## config.mk

```make
export PLATFORM = sky130hd
export DESIGN_NAME = dma_copy_engine
export DESIGN_NICKNAME = d
export VERILOG_FILES = /design/src/rtl/dma_copy_pkg.sv /design/src/rtl/dma_cfg_regs.sv /design/src/rtl/dma_copy_seq.sv /design/src/rtl/dma_irq_flag.sv /design/src/rtl/dma_copy_engine.sv
export SDC_FILE = /design/constraint.sdc
export NUM_CORES = 1
export LEC_CHECK = 0
export ABC_AREA = 0
export BUFFER_PORTS_ARGS = -buffer_cell sky130_fd_sc_hd__buf_2
export CORE_ASPECT_RATIO = 1.25
export CORE_UTILIZATION = 40
export CTS_CLUSTER_SIZE = 25
export DETAILED_ROUTE_END_ITERATION = 10
export MAX_ROUTING_LAYER = met4
export PLACE_DENSITY = 0.62
export SYNTH_ARGS = -nofsm -noshare
export SYNTH_HDL_FRONTEND = slang
export SYNTH_SLANG_ARGS = --single-unit
```

## constraint.sdc

```tcl
create_clock -name clk -period 3.7 [get_ports clk]
set_input_delay 0.37 -clock clk [delete_from_list [all_inputs] [get_ports clk]]
set_output_delay 0.37 -clock clk [all_outputs]
set_load 0.01 [all_outputs]
```

## src/rtl/dma_copy_pkg.sv

```systemverilog
package dma_copy_pkg;

  // Configuration register byte offsets (decoded against the full address)
  localparam logic [3:0] OFS_SRC = 4'h0;
  localparam logic [3:0] OFS_DST = 4'h4;
  localparam logic [3:0] OFS_LEN = 4'h8;
  localparam logic [3:0] OFS_GO  = 4'hC;

  typedef enum logic {
    CF_IDLE,
    CF_ACK
  } cfg_state_t;

  typedef enum logic [2:0] {
    SQ_IDLE,
    SQ_RD,
    SQ_PREP_W,
    SQ_WR,
    SQ_PREP_R
  } seq_state_t;

endpackage

```

## src/rtl/dma_cfg_regs.sv

```systemverilog
module dma_cfg_regs
  import dma_copy_pkg::*;
#(
  parameter int AW = 32,
  parameter int DW = 32
) (
  input  logic          clk,
  input  logic          rst,
  input  logic          cfg_req,
  input  logic          cfg_rd,
  input  logic [AW-1:0] cfg_addr,
  input  logic [DW-1:0] cfg_wdata,
  output logic [DW-1:0] cfg_rdata,
  output logic          cfg_ack,
  input  logic          busy_i,
  output logic          start_o,
  output logic [AW-1:0] src_o,
  output logic [AW-1:0] dst_o,
  output logic [DW-1:0] len_o
);

  cfg_state_t    st;
  logic [AW-1:0] src_q, dst_q;
  logic [DW-1:0] len_q, go_q;
  logic          hit_src, hit_dst, hit_len, hit_go;
  logic          accept, wr_ok;
  logic [DW-1:0] rd_mux;

  assign hit_src = (cfg_addr == AW'(OFS_SRC));
  assign hit_dst = (cfg_addr == AW'(OFS_DST));
  assign hit_len = (cfg_addr == AW'(OFS_LEN));
  assign hit_go  = (cfg_addr == AW'(OFS_GO));

  assign accept  = (st == CF_IDLE) && cfg_req;
  assign wr_ok   = accept && !cfg_rd && !busy_i;
  assign start_o = wr_ok && hit_go;

  always_comb begin
    rd_mux = '0;
    if (hit_src)      rd_mux = DW'(src_q);
    else if (hit_dst) rd_mux = DW'(dst_q);
    else if (hit_len) rd_mux = len_q;
    else if (hit_go)  rd_mux = go_q;
  end

  always_ff @(posedge clk) begin
    if (rst) begin
      st        <= CF_IDLE;
      cfg_ack   <= 1'b0;
      cfg_rdata <= '0;
      src_q     <= '0;
      dst_q     <= '0;
      len_q     <= '0;
      go_q      <= '0;
    end else begin
      case (st)
        CF_IDLE: begin
          if (cfg_req) begin
            st      <= CF_ACK;
            cfg_ack <= 1'b1;
            if (cfg_rd) cfg_rdata <= rd_mux;
          end
        end
        CF_ACK: begin
          if (!cfg_req) begin
            st      <= CF_IDLE;
            cfg_ack <= 1'b0;
          end
        end
        default: st <= CF_IDLE;
      endcase
      if (wr_ok) begin
        if (hit_src) src_q <= AW'(cfg_wdata);
        if (hit_dst) dst_q <= AW'(cfg_wdata);
        if (hit_len) len_q <= cfg_wdata;
        if (hit_go)  go_q  <= cfg_wdata;
      end
    end
  end

  assign src_o = src_q;
  assign dst_o = dst_q;
  assign len_o = len_q;

  AST_ACK_HOLD: assert property (@(posedge clk) disable iff (rst)
    cfg_ack && cfg_req |=> cfg_ack);
  AST_ACK_RELEASE: assert property (@(posedge clk) disable iff (rst)
    cfg_ack && !cfg_req |=> !cfg_ack);
  AST_CFG_FROZEN_BUSY: assert property (@(posedge clk) disable iff (rst)
    busy_i |=> $stable(src_q) && $stable(dst_q) && $stable(len_q));

endmodule

```

## src/rtl/dma_copy_seq.sv

```systemverilog
module dma_copy_seq
  import dma_copy_pkg::*;
#(
  parameter int AW = 32,
  parameter int DW = 32
) (
  input  logic          clk,
  input  logic          rst,
  input  logic          start_i,
  input  logic [AW-1:0] src_i,
  input  logic [AW-1:0] dst_i,
  input  logic [DW-1:0] len_i,
  output logic          busy_o,
  output logic          done_o,
  output logic          mem_req,
  output logic          mem_rd,
  output logic [AW-1:0] mem_addr,
  output logic [DW-1:0] mem_wdata,
  input  logic [DW-1:0] mem_rdata,
  input  logic          mem_ack
);

  localparam int            STEP   = DW / 8;
  localparam logic [AW-1:0] STEP_A = AW'(STEP);

  seq_state_t    st;
  logic [AW-1:0] src_c, dst_c;
  logic [DW-1:0] left;
  logic          last_word;

  assign last_word = (left == DW'(1));
  assign busy_o    = (st != SQ_IDLE);
  assign done_o    = ((st == SQ_IDLE) && start_i && (len_i == '0)) ||
                     ((st == SQ_WR) && mem_ack && last_word);

  always_ff @(posedge clk) begin
    if (rst) begin
      st        <= SQ_IDLE;
      src_c     <= '0;
      dst_c     <= '0;
      left      <= '0;
      mem_req   <= 1'b0;
      mem_rd    <= 1'b0;
      mem_addr  <= '0;
      mem_wdata <= '0;
    end else begin
      case (st)
        SQ_IDLE: begin
          if (start_i && (len_i != '0)) begin
            src_c    <= src_i;
            dst_c    <= dst_i;
            left     <= len_i;
            mem_req  <= 1'b1;
            mem_rd   <= 1'b1;
            mem_addr <= src_i;
            st       <= SQ_RD;
          end
        end
        SQ_RD: begin
          if (mem_ack) begin
            mem_wdata <= mem_rdata;
            mem_req   <= 1'b0;
            st        <= SQ_PREP_W;
          end
        end
        SQ_PREP_W: begin
          mem_req  <= 1'b1;
          mem_rd   <= 1'b0;
          mem_addr <= dst_c;
          st       <= SQ_WR;
        end
        SQ_WR: begin
          if (mem_ack) begin
            mem_req <= 1'b0;
            src_c   <= src_c + STEP_A;
            dst_c   <= dst_c + STEP_A;
            left    <= left - DW'(1);
            st      <= last_word ? SQ_IDLE : SQ_PREP_R;
          end
        end
        SQ_PREP_R: begin
          mem_req  <= 1'b1;
          mem_rd   <= 1'b1;
          mem_addr <= src_c;
          st       <= SQ_RD;
        end
        default: st <= SQ_IDLE;
      endcase
    end
  end

  AST_MEM_HOLD: assert property (@(posedge clk) disable iff (rst)
    mem_req && !mem_ack |=> mem_req && $stable(mem_addr) &&
                            $stable(mem_rd) && $stable(mem_wdata));
  AST_MEM_GAP: assert property (@(posedge clk) disable iff (rst)
    mem_req && mem_ack |=> !mem_req);
  AST_WRITE_AFTER_READ: assert property (@(posedge clk) disable iff (rst)
    $rose(mem_req) && !mem_rd |-> $past(mem_rd));

endmodule

```

## src/rtl/dma_irq_flag.sv

```systemverilog
module dma_irq_flag (
  input  logic clk,
  input  logic rst,
  input  logic set_i,
  input  logic clr_i,
  output logic irq_o
);

  always_ff @(posedge clk) begin
    if (rst)        irq_o <= 1'b0;
    else if (set_i) irq_o <= 1'b1;
    else if (clr_i) irq_o <= 1'b0;
  end

  AST_IRQ_STICKY: assert property (@(posedge clk) disable iff (rst)
    irq_o && !clr_i |=> irq_o);
  AST_IRQ_CAUSE: assert property (@(posedge clk) disable iff (rst)
    $rose(irq_o) |-> $past(set_i));

endmodule

```

## src/rtl/dma_copy_engine.sv

```systemverilog
module dma_copy_engine #(
  parameter int AW = 32,
  parameter int DW = 32
) (
  input  logic          clk,
  input  logic          rst,
  input  logic          cfg_req,
  input  logic          cfg_rd,
  input  logic [AW-1:0] cfg_addr,
  input  logic [DW-1:0] cfg_wdata,
  output logic [DW-1:0] cfg_rdata,
  output logic          cfg_ack,
  output logic          irq_done,
  input  logic          irq_clear,
  output logic          mem_req,
  output logic          mem_rd,
  output logic [AW-1:0] mem_addr,
  output logic [DW-1:0] mem_wdata,
  input  logic [DW-1:0] mem_rdata,
  input  logic          mem_ack
);

  logic          busy, start, done;
  logic [AW-1:0] src_v, dst_v;
  logic [DW-1:0] len_v;

  dma_cfg_regs #(.AW(AW), .DW(DW)) u_regs (
    .clk       (clk),
    .rst       (rst),
    .cfg_req   (cfg_req),
    .cfg_rd    (cfg_rd),
    .cfg_addr  (cfg_addr),
    .cfg_wdata (cfg_wdata),
    .cfg_rdata (cfg_rdata),
    .cfg_ack   (cfg_ack),
    .busy_i    (busy),
    .start_o   (start),
    .src_o     (src_v),
    .dst_o     (dst_v),
    .len_o     (len_v)
  );

  dma_copy_seq #(.AW(AW), .DW(DW)) u_seq (
    .clk       (clk),
    .rst       (rst),
    .start_i   (start),
    .src_i     (src_v),
    .dst_i     (dst_v),
    .len_i     (len_v),
    .busy_o    (busy),
    .done_o    (done),
    .mem_req   (mem_req),
    .mem_rd    (mem_rd),
    .mem_addr  (mem_addr),
    .mem_wdata (mem_wdata),
    .mem_rdata (mem_rdata),
    .mem_ack   (mem_ack)
  );

  dma_irq_flag u_irq (
    .clk   (clk),
    .rst   (rst),
    .set_i (done),
    .clr_i (irq_clear),
    .irq_o (irq_done)
  );

  AST_ZERO_NO_TRAFFIC: assert property (@(posedge clk) disable iff (rst)
    start && (len_v == '0) && !mem_req |=> !mem_req);

endmodule

```

==> flow_summary.json, run 1 <==
{
  "drc": 0,
  "ctsResizeCount": 0,
  "vias": 14754,
  "grt_pass1_wl_mm": 78.75,
  "skew_ns": 0.01885,
  "worst_pin_slew_ns": 1.119,
  "maxSlewViolCount": 0,
  "grt_util_met3": 0.02887,
  "postSynth.asyncResetShare": 0,
  "placed_cell_area_mm2": 0.01676,
  "yosysTopAreaCellShare": 0.4277,
  "synth_most_common_cell": "dfxtp_1",
  "r2r_cells": 8,
  "syn-cell-area_mm2": 0.01535,
  "status": "finished, final reports clean",
  "nNetsFinal": 2113,
  "grt_max_degree": 152,
  "ir_drop_mv": 0.3125,
  "antenna_left": 0,
  "synth_top_area_cell": "dfxtp_1",
  "cts_buffers": 36,
  "hold_depth": 3,
  "holdWs_ns": 0.08036,
  "pin_count": 202,
  "dpl_worst_slack_ns": 0.6588,
  "viasPerCell": 5.857,
  "critPathMaxFanout": 35,
  "coreArea_mm2": 0.03756,
  "synth_edf_count": 0,
  "p_leak_nw": 6.786,
  "synth_seq_cells": 328,
  "synth.distinct_cells": 64,
  "crit_required_ns": 4.11,
  "grtUsageTotal": 0.2594,
  "dr.pass1.iters": 5,
  "synth_area_per_cell_um2": 8.114,
  "final_cell_area_mm2": 0.01793,
  "start_util": 0.4087,
  "nFillCells": 3680,
  "regToRegSetupSlack_ns": 0.65,
  "worstSetupEndpointType": "flop",
  "power_w": 0.007358,
  "arrival_ns": 3.46,
  "grt_pass1_vias": 14154,
  "drt_wl_total_mm": 49.98,
  "clock_latency_ns": 0.52,
  "hp-start": "mem_rdata[21]",
  "cts_buffer_depth": 3,
  "max_cap_violations": 0,
  "r2r-start": "u_seq.st[2]$_SDFFE_PP0P_",
  "cts_sinks": 328,
  "gr-usage-met2": 0.4182,
  "wl_per_cell_um": 19.84,
  "grt_use_met1": 0.3084,
  "grt_overflow_total": 0,
  "die_h_um": 221.0,
  "setup_viol": 0,
  "busiest_layer": "met2",
  "hold_end": "u_seq.mem_wdata[21]$_SDFFE_PP0P_",
  "cts_hold_repair.buffers": 0,
  "gp_congestion": 0.9118,
  "netlist_instances": 1892,
  "reg2reg_to": "u_seq.src_c[19]$_SDFFE_PP0P_",
  "drive_above_1_share": 0.1585,
  "die_w_um": 177.2,
  "p_per_area_mw_per_mm2": 410.3,
  "final.setup.tns_ns": 0,
  "rows": 79,
  "synth_ff_type": "dfxtp_1",
  "critPathLaunchType": "flop",
  "max_freq_mhz": 328.4,
  "dp_hpwl_mm": 33.79,
  "yosys-top-cells-area": "dfxtp_1 (43%), mux2i_1 (9.8%), a21oi_1 (8.3%), nor2_1 (5.7%), nand2_1 (5.6%)",
  "path_class": "flop to flop",
  "post-route-min-period_ns": 3.045,
  "area_growth_pct": 16.83,
  "final_hold_viol_count": 0,
  "initialDrtViolationCount": 1120,
  "antenna_found_initial": 1,
  "cts_tree": "done",
  "worst_slack_ns": 0.6546,
  "syn-num-nets": 1999,
  "rsz0062_at_grt": "false",
  "yosysSeqAreaShare": 0.4277,
  "relSlewSlack": 0.2542,
  "cts.clk_slew.worst_paths_ns": 0.06,
  "hold_path.class": "input pin to flop",
  "synth_common_cells": "dfxtp_1 (328), a21oi_1 (255), nor2_1 (233)",
  "yosysWarnings": 0,
  "dieArea_mm2": 0.03917,
  "cts_setup_buffers": 0,
  "io_buffers": 201,
  "cts_max_level": 2,
  "fin_crit_sh": 0.8231,
  "clock-root-buffer": "clkbuf_16"
}
==> cell type report <==
cell class / instances / area [um2] / share of cell area
tap: 486 / 608.1 / 0.03391
inverter: 12 / 45.04 / 0.002512
clock buffer: 57 / 1091 / 0.06083
timing repair buffer: 241 / 1416 / 0.07897
antenna: 1 / 2.502 / 0.0001395
sequential: 328 / 6566 / 0.3661
multi-input combinational: 1387 / 8120 / 0.4528
clock inverter: 7 / 85.08 / 0.004744
==> cell usage in the layout, fill, tap and decap left out, types with 4 or more instances in the layout <==
cell type,n
dfxtp_1,328
a21oi_1,254
nor2_1,232
nand2_1,230
buf_2,200
mux2i_1,151
o21ai_0,83
nor3_1,69
a211oi_1,60
nand3_1,39
clkbuf_16,37
a22o_1,35
a2111oi_0,32
buf_4,32
nor4_1,22
nand4_1,19
o32ai_1,19
o22ai_1,13
inv_1,12
or3_1,12
clkbuf_1,11
o31ai_1,10
clkbuf_8,9
buf_12,8
or4_1,7
and3_1,7
a32o_1,6
and2_1,6
a311oi_1,6
o21a_1,5
a31oi_1,5
ha_1,5
clkinv_2,5
o41ai_1,4
a31o_2,4
o211ai_1,4
==> worst max-delay path by stage <==
stage	start	end	slack, ns	cells after the start
after CTS	u_seq.st[2]$_SDFFE_PP0P_	u_seq.src_c[0]$_SDFFE_PP0P_	0.65	7
after floorplan	u_seq.left[11]$_SDFFE_PP0P_	u_seq.left[27]$_SDFFE_PP0P_	1.37	8
after global placement	cfg_addr[8]	u_seq.src_c[0]$_SDFFE_PP0P_	0.68	8
after detailed placement	cfg_addr[16]	u_seq.dst_c[18]$_SDFFE_PP0P_	0.66	9
after global routing	u_seq.st[2]$_SDFFE_PP0P_	u_seq.src_c[16]$_SDFFE_PP0P_	0.53	8
final	u_seq.st[2]$_SDFFE_PP0P_	u_seq.src_c[19]$_SDFFE_PP0P_	0.65	8
==> flip-flops by register name, summed over array words and instances, names as in the netlist <==
signal,count
u_irq.irq_o,1
u_regs.cfg_ack,1
u_regs.cfg_rdata,32
u_regs.dst_o,32
u_regs.go_q,32
u_regs.len_o,32
u_regs.src_o,32
u_regs.st,1
u_seq.dst_c,32
u_seq.left,32
u_seq.mem_addr,32
u_seq.mem_rd,1
u_seq.mem_req,1
u_seq.mem_wdata,32
u_seq.src_c,32
u_seq.st,3
==> power by group <==
group | switching, W | internal, W | total, W | leakage (nW)
logic | 0.000150 | 0.0000685 | 0.000219 | 3.56
clock network | 0.00145 | 0.00216 | 0.00361 | 0.581
registers | 0.000000826 | 0.00353 | 0.00353 | 2.64
==> per-layer routing <==
metal	wire length [um]	vias up
li1	-	7090
met1	20620	7079
met2	24100	471
met3	2062	114
met4	3198	0
met5	0	-
==> cells by family (layout without fill, tap and decap cells) <==
kind of cell / count (synthesis) / in the layout / synth area share
compound gates: 558 / 558 / 0.2285
flops: 328 / 328 / 0.4277
mux: 151 / 151 / 0.09846
xor+xnor: 1 / 1 / 0.0005706
other cells: 0 / 1 / 0
simple gates: 672 / 672 / 0.1943
buf+inv: 177 / 317 / 0.04638
fa+ha+maj: 5 / 5 / 0.004075
==> critical path, stage by stage, from the launching register on <==
cell      delay [ns]
dfxtp_1         0.45
nor3_4          0.33
nand3b_2        0.20
or4_2           0.79
o21ai_4         0.35
buf_12          0.26
buf_12          0.18
a21oi_1         0.07
a211oi_1        0.27
==> stage by stage <==
step / util / instances
CTS: 0.4774 / 2518
floorplan: - / 1892
global placement: 0.4461 / 2454
global route: 0.4775 / 2519
detailed placement: 0.4461 / 2454
finish: 0.4775 / 2519
Power figures use the tool's default switching activity.
==> inputs of run 2 (changes only) <==
--- a/config.mk
+++ b/config.mk
@@ -12,7 +12,7 @@
 export CTS_CLUSTER_SIZE = 25
 export DETAILED_ROUTE_END_ITERATION = 10
 export MAX_ROUTING_LAYER = met4
-export PLACE_DENSITY = 0.62
+export PLACE_DENSITY = 0.64
 export SYNTH_ARGS = -nofsm -noshare
 export SYNTH_HDL_FRONTEND = slang
 export SYNTH_SLANG_ARGS = --single-unit
==> constraint.sdc (replaced) <==
create_clock -name clk -period 2.7 [get_ports clk]
set_input_delay 0.27 -clock clk [delete_from_list [all_inputs] [get_ports clk]]
set_output_delay 0.27 -clock clk [all_outputs]
set_load 0.01 [all_outputs]
==> flow_summary.json, run 2 (synthesis results as in run 1) <==
{
  "status": "finished, final reports clean",
  "hold_end": "u_regs.dst_o[26]$_SDFFE_PP0P_",
  "post-route-min-period_ns": 2.554,
  "maxSlewViolCount": 0,
  "cts_setup_buffers": 0,
  "vias": 15064,
  "max_freq_mhz": 391.5,
  "arrival_ns": 2.95,
  "antenna_found_initial": 0,
  "setup_viol": 0,
  "cp_slowest_stage_delay_ns": 0.59,
  "drc": 0,
  "fin_crit_sh": 0.9459,
  "grt_overflow_total": 0,
  "r2r_cells": 6,
  "hold_path.class": "input pin to flop",
  "wl_per_cell_um": 19.66,
  "gr-usage-met2": 0.4252,
  "dr.pass1.iters": 6,
  "mostFrequentLayoutCell": "dfxtp_1",
  "skew_ns": 0.01629,
  "cts_sinks": 328,
  "p_leak_nw": 7.119,
  "regToRegSetupSlack_ns": 0.15,
  "final_cell_mix": "dfxtp_1 (328), a21oi_1 (254), nor2_1 (232)",
  "ir_drop_mv": 0.5161,
  "cp.buffers_inverters": 0,
  "area_growth_pct": 21.13,
  "relSlewSlack": 0.2950,
  "drive_above_1_share": 0.1713,
  "viasPerCell": 5.834,
  "cts.clk_slew.worst_paths_ns": 0.06,
  "crit_required_ns": 3.10,
  "cts_buffer_depth": 3,
  "grtUsageTotal": 0.2624,
  "rsz0062_at_grt": "false",
  "hold_depth": 3,
  "placed_cell_area_mm2": 0.01713,
  "start_util": 0.4087,
  "initialDrtViolationCount": 1219,
  "diodes": 0,
  "cts_max_level": 2,
  "r2r-start": "u_seq.left[16]$_SDFFE_PP0P_",
  "path_class": "flop to flop",
  "worstSetupEndpointType": "flop",
  "dp_hpwl_mm": 34.34,
  "p_per_area_mw_per_mm2": 541.2,
  "final_hold_viol_count": 0,
  "crit_slowest_cell": "or4_1",
  "die_h_um": 221.0,
  "cts_tree": "done",
  "grt_pass1_vias": 14352,
  "clock-root-buffer": "clkbuf_16",
  "grt_max_degree": 133,
  "drt_wl_total_mm": 50.75,
  "clock_latency_ns": 0.53,
  "busiest_layer": "met2",
  "pin_count": 202,
  "critPathLaunchType": "flop",
  "nNetsFinal": 2183,
  "crit_chain": "or4_1 -> or4_1 -> or3_4 -> o21a_1 -> o21ai_0 -> a21oi_1",
  "max_cap_violations": 0,
  "hp-start": "cfg_wdata[26]",
  "worst_pin_slew_ns": 1.057,
  "cpMostUsedCell": "or4_1",
  "critPathMaxFanout": 7,
  "grt_pass1_wl_mm": 79.49,
  "cts_buffers": 37,
  "crit_family": "simple AND/OR/NAND/NOR gates",
  "rows": 79,
  "grt_use_met1": 0.3121,
  "coreArea_mm2": 0.03756,
  "holdWs_ns": 0.02784,
  "dieArea_mm2": 0.03917,
  "final_cell_area_mm2": 0.01860,
  "antenna_left": 0,
  "reg2reg_to": "u_seq.left[27]$_SDFFE_PP0P_",
  "nFillCells": 3634,
  "final.setup.tns_ns": 0,
  "grt_util_met3": 0.02612,
  "gp_congestion": 0.9028,
  "die_w_um": 177.2,
  "io_buffers": 201
}
## run 2: cell types whose count changed in the layout (fill, tap and decap cells not counted), sizes merged
| cell | delta |
|---|---|
| dlygate4sd3 | +31 |
| buf | +38 |
| diode | -1 |
| clkinv | -3 |
| bufinv | -1 |
| clkbuf | -1 |
## run 2: worst max path at each step
stage                     slack, ns  cells after the start                     startpoint                              end
final                          0.15                      6    u_seq.left[16]$_SDFFE_PP0P_      u_seq.left[27]$_SDFFE_PP0P_
after detailed placement      -0.03                      9                   cfg_addr[27]     u_seq.dst_c[21]$_SDFFE_PP0P_
after CTS                      0.04                      8  u_regs.len_o[16]$_SDFFE_PP0P_  u_seq.mem_addr[27]$_SDFFE_PP0P_
after global routing           0.05                      5    u_seq.left[16]$_SDFFE_PP0P_      u_seq.left[26]$_SDFFE_PP0P_
after floorplan                0.37                      8    u_seq.left[11]$_SDFFE_PP0P_      u_seq.left[27]$_SDFFE_PP0P_
after global placement         0.07                      9                    cfg_addr[8]     u_seq.dst_c[23]$_SDFFE_PP0P_
## run 2: final cells by class
cell class | instances | area [um2] | share of cell area
clock buffer | 56 | 1107 | 0.05955
clock inverter | 3 | 40.04 | 0.002153
inverter | 12 | 45.04 | 0.002422
multi-input combinational | 1387 | 8129 | 0.4372
sequential | 328 | 6566 | 0.3531
tap | 486 | 608.1 | 0.03270
timing repair buffer | 310 | 2100 | 0.1129
## run 2: per-stage QoR
step                      utilization  std cells  setup WS, ns  total power, W
final                          0.4951       2582        0.1459         0.01006
after global routing           0.4951       2582       0.04740         0.01033
after global placement         0.4560       2492       0.06708        0.005246
after floorplan                     -       1892        0.3695        0.005088
after CTS                      0.4948       2582       0.04128         0.01013
after detailed placement       0.4560       2492      -0.02909        0.005249
## run 2: report_power, final
group	internal, W	switching, W
Sequential	0.00484	0.00000106
Clock	0.00289	0.00198
Combinational	0.000126	0.000217
## run 2: what timing repair did
item / 4_1_cts / 5_1_grt
endpoints found under the setup margin: 0 / 77
hold endpoints to repair: 31 / 0
hold buffers: 31 / 0
gates resized for setup: 0 / 2
## run 2: per-layer routing
metal,part of all wire,vias up
met5,0,-
met4,0.064,0
met3,0.047,120
met2,0.48,530
met1,0.41,7193
li1,-,7221
## run 2: worst reg2reg max path, delay by kind of cell (launching register included)
kind	cells	cell delay, ns
compound gates	3	0.44
simple gates	3	1.65
flops	1	0.35
==> inputs of run 3 (changes only) <==
--- a/config.mk
+++ b/config.mk
@@ -12,7 +12,6 @@
 export CTS_CLUSTER_SIZE = 25
 export DETAILED_ROUTE_END_ITERATION = 10
 export MAX_ROUTING_LAYER = met4
-export PLACE_DENSITY = 0.64
 export SYNTH_ARGS = -nofsm -noshare
 export SYNTH_HDL_FRONTEND = slang
 export SYNTH_SLANG_ARGS = --single-unit
==> constraint.sdc (replaced) <==
create_clock -name clk -period 2.55 [get_ports clk]
set_input_delay 0.255 -clock clk [delete_from_list [all_inputs] [get_ports clk]]
set_output_delay 0.255 -clock clk [all_outputs]
set_load 0.01 [all_outputs]
==> flow_summary.json, run 3 (synthesis results as in run 1) <==
{
  "status": "finished, final reports clean",
  "worst_slack_ns": 0.1396,
  "max_freq_mhz": 414.9,
  "diodes": 0,
  "rows": 79,
  "relSlewSlack": 0.2844,
  "drt_wl_total_mm": 52.19,
  "pin_count": 202,
  "hold_end": "u_regs.go_q[24]$_SDFFE_PP0P_",
  "cts_buffers": 38,
  "drc": 0,
  "grt_pass1_wl_mm": 80.80,
  "nFillCells": 3596,
  "grt_max_degree": 152,
  "coreArea_mm2": 0.03756,
  "max_cap_violations": 0,
  "arrival_ns": 2.83,
  "cp.buffers_inverters": 4,
  "area_growth_pct": 23.91,
  "setup_viol": 0,
  "cts_buffer_depth": 3,
  "grt_util_met3": 0.03041,
  "p_leak_nw": 7.358,
  "gp_congestion": 0.8542,
  "crit_family": "buffers and inverters",
  "p_per_area_mw_per_mm2": 574.6,
  "holdWs_ns": 0.01807,
  "initialDrtViolationCount": 1244,
  "grtUsageTotal": 0.2674,
  "cts_sinks": 328,
  "dieArea_mm2": 0.03917,
  "cts_tree": "done",
  "regToRegSetupSlack_ns": 0.14,
  "cp_slowest_stage_delay_ns": 0.48,
  "ir_drop_mv": 0.5726,
  "multi_input_area_mm2": 0.008140,
  "cts_max_level": 2,
  "seq_area_mm2": 0.006566,
  "critPathLaunchType": "flop",
  "worstSetupEndpointType": "flop",
  "skew_ns": 0.01126,
  "dr.pass1.iters": 5,
  "maxSlewViolCount": 0,
  "worst_pin_slew_ns": 1.073,
  "cts.clk_slew.worst_paths_ns": 0.06,
  "fin_crit_sh": 0.9453,
  "clock_latency_ns": 0.54,
  "clock-root-buffer": "clkbuf_16",
  "cpMostUsedCell": "buf_4",
  "post-route-min-period_ns": 2.410,
  "r2r_cells": 10,
  "die_w_um": 177.2,
  "mostFrequentLayoutCell": "dfxtp_1",
  "hold_path.class": "input pin to flop",
  "grt_overflow_total": 0,
  "final_cell_mix": "dfxtp_1 (328), a21oi_1 (254), nor2_1 (232)",
  "crit_slowest_cell": "nor4_1",
  "nNetsFinal": 2219,
  "grt_pass1_vias": 14530,
  "die_h_um": 221.0,
  "start_util": 0.4087,
  "power_w": 0.01093,
  "viasPerCell": 5.773,
  "gr-usage-met2": 0.4511,
  "wl_per_cell_um": 19.90,
  "vias": 15142,
  "rsz0062_at_grt": "false",
  "dpl_worst_slack_ns": -0.1037,
  "io_buffers": 201,
  "final_hold_viol_count": 0,
  "crit_chain": "nor4_1 -> nand4_1 -> buf_4 -> o21ai_1 -> buf_4 -> o21ai_4 -> buf_4 -> buf_12 -> o21a_1 -> o221a_2",
  "antenna_found_initial": 0,
  "r2r-start": "u_regs.len_o[23]$_SDFFE_PP0P_",
  "crit_required_ns": 2.97,
  "busiest_layer": "met2",
  "dp_hpwl_mm": 34.90,
  "critPathMaxFanout": 10,
  "reg2reg_to": "u_seq.left[29]$_SDFFE_PP0P_",
  "grt_use_met1": 0.3112,
  "hp-start": "cfg_wdata[24]",
  "path_class": "flop to flop",
  "drive_above_1_share": 0.1830,
  "antenna_left": 0,
  "hold_depth": 3
}
[run 3: what timing repair did]
item	4_1_cts	5_1_grt
endpoints found under the setup margin	8	5
setup buffers	0	0
pin swaps	0	0
gates resized for setup	1	5
endpoints found under the hold margin	45	0
hold buffers	41	0
[run 3: worst max-delay path by stage]
stage | startpoint | to | slack [ns] | cells after the start
global placement | cfg_addr[23] | u_seq.dst_c[29]$_SDFFE_PP0P_ | -0.03 | 9
detailed placement | cfg_addr[23] | u_seq.src_c[11]$_SDFFE_PP0P_ | -0.10 | 9
finish | u_regs.len_o[23]$_SDFFE_PP0P_ | u_seq.left[29]$_SDFFE_PP0P_ | 0.14 | 10
floorplan | u_seq.left[11]$_SDFFE_PP0P_ | u_seq.left[27]$_SDFFE_PP0P_ | 0.22 | 8
CTS | u_regs.len_o[23]$_SDFFE_PP0P_ | u_seq.left[29]$_SDFFE_PP0P_ | 0.14 | 10
global route | u_seq.src_c[2]$_SDFFE_PP0P_ | u_seq.src_c[28]$_SDFFE_PP0P_ | 0.03 | 8
[run 3: per-stage QoR]
step | cell area (um2) | instances | util | TNS, ns
2_1_floorplan | 15350 | 1892 | - | 0
3_3_place_gp | 17370 | 2517 | 0.4624 | -0.6698
3_5_place_dp | 17370 | 2517 | 0.4624 | -3.415
4_1_cts | 19000 | 2623 | 0.5060 | 0
5_1_grt | 19020 | 2623 | 0.5064 | 0
6_report | 19020 | 2623 | 0.5064 | 0
[run 3: layout make-up]
type                            instances  area share
Inverter                               12    0.002368
Tap cell                              486     0.03197
Multi-Input combinational cell       1387      0.4279
Timing Repair Buffer                  345      0.1281
Clock buffer                           57     0.06078
Sequential cell                       328      0.3452
Clock inverter                          8    0.003618
[run 3: worst register-to-register path: cells and delay by family (launching register included)]
family,cells,cell delay [ns]
buf+inv,4,0.73
simple gates,2,0.63
compound gates,4,0.58
flops,1,0.35
[run 3: where the power goes]
group          total (W)  internal, W  leakage (nW)  switching, W
registers        0.00513      0.00513          2.64   0.000000919
clock network    0.00543      0.00322         0.608       0.00221
logic           0.000375     0.000144          4.11      0.000231
[run 3: metal layers]
metal | part of all wire | vias to the layer above
li1 | - | 7281
met2 | 0.50 | 481
met4 | 0.049 | 0
met5 | 0 | -
met1 | 0.41 | 7279
met3 | 0.044 | 101
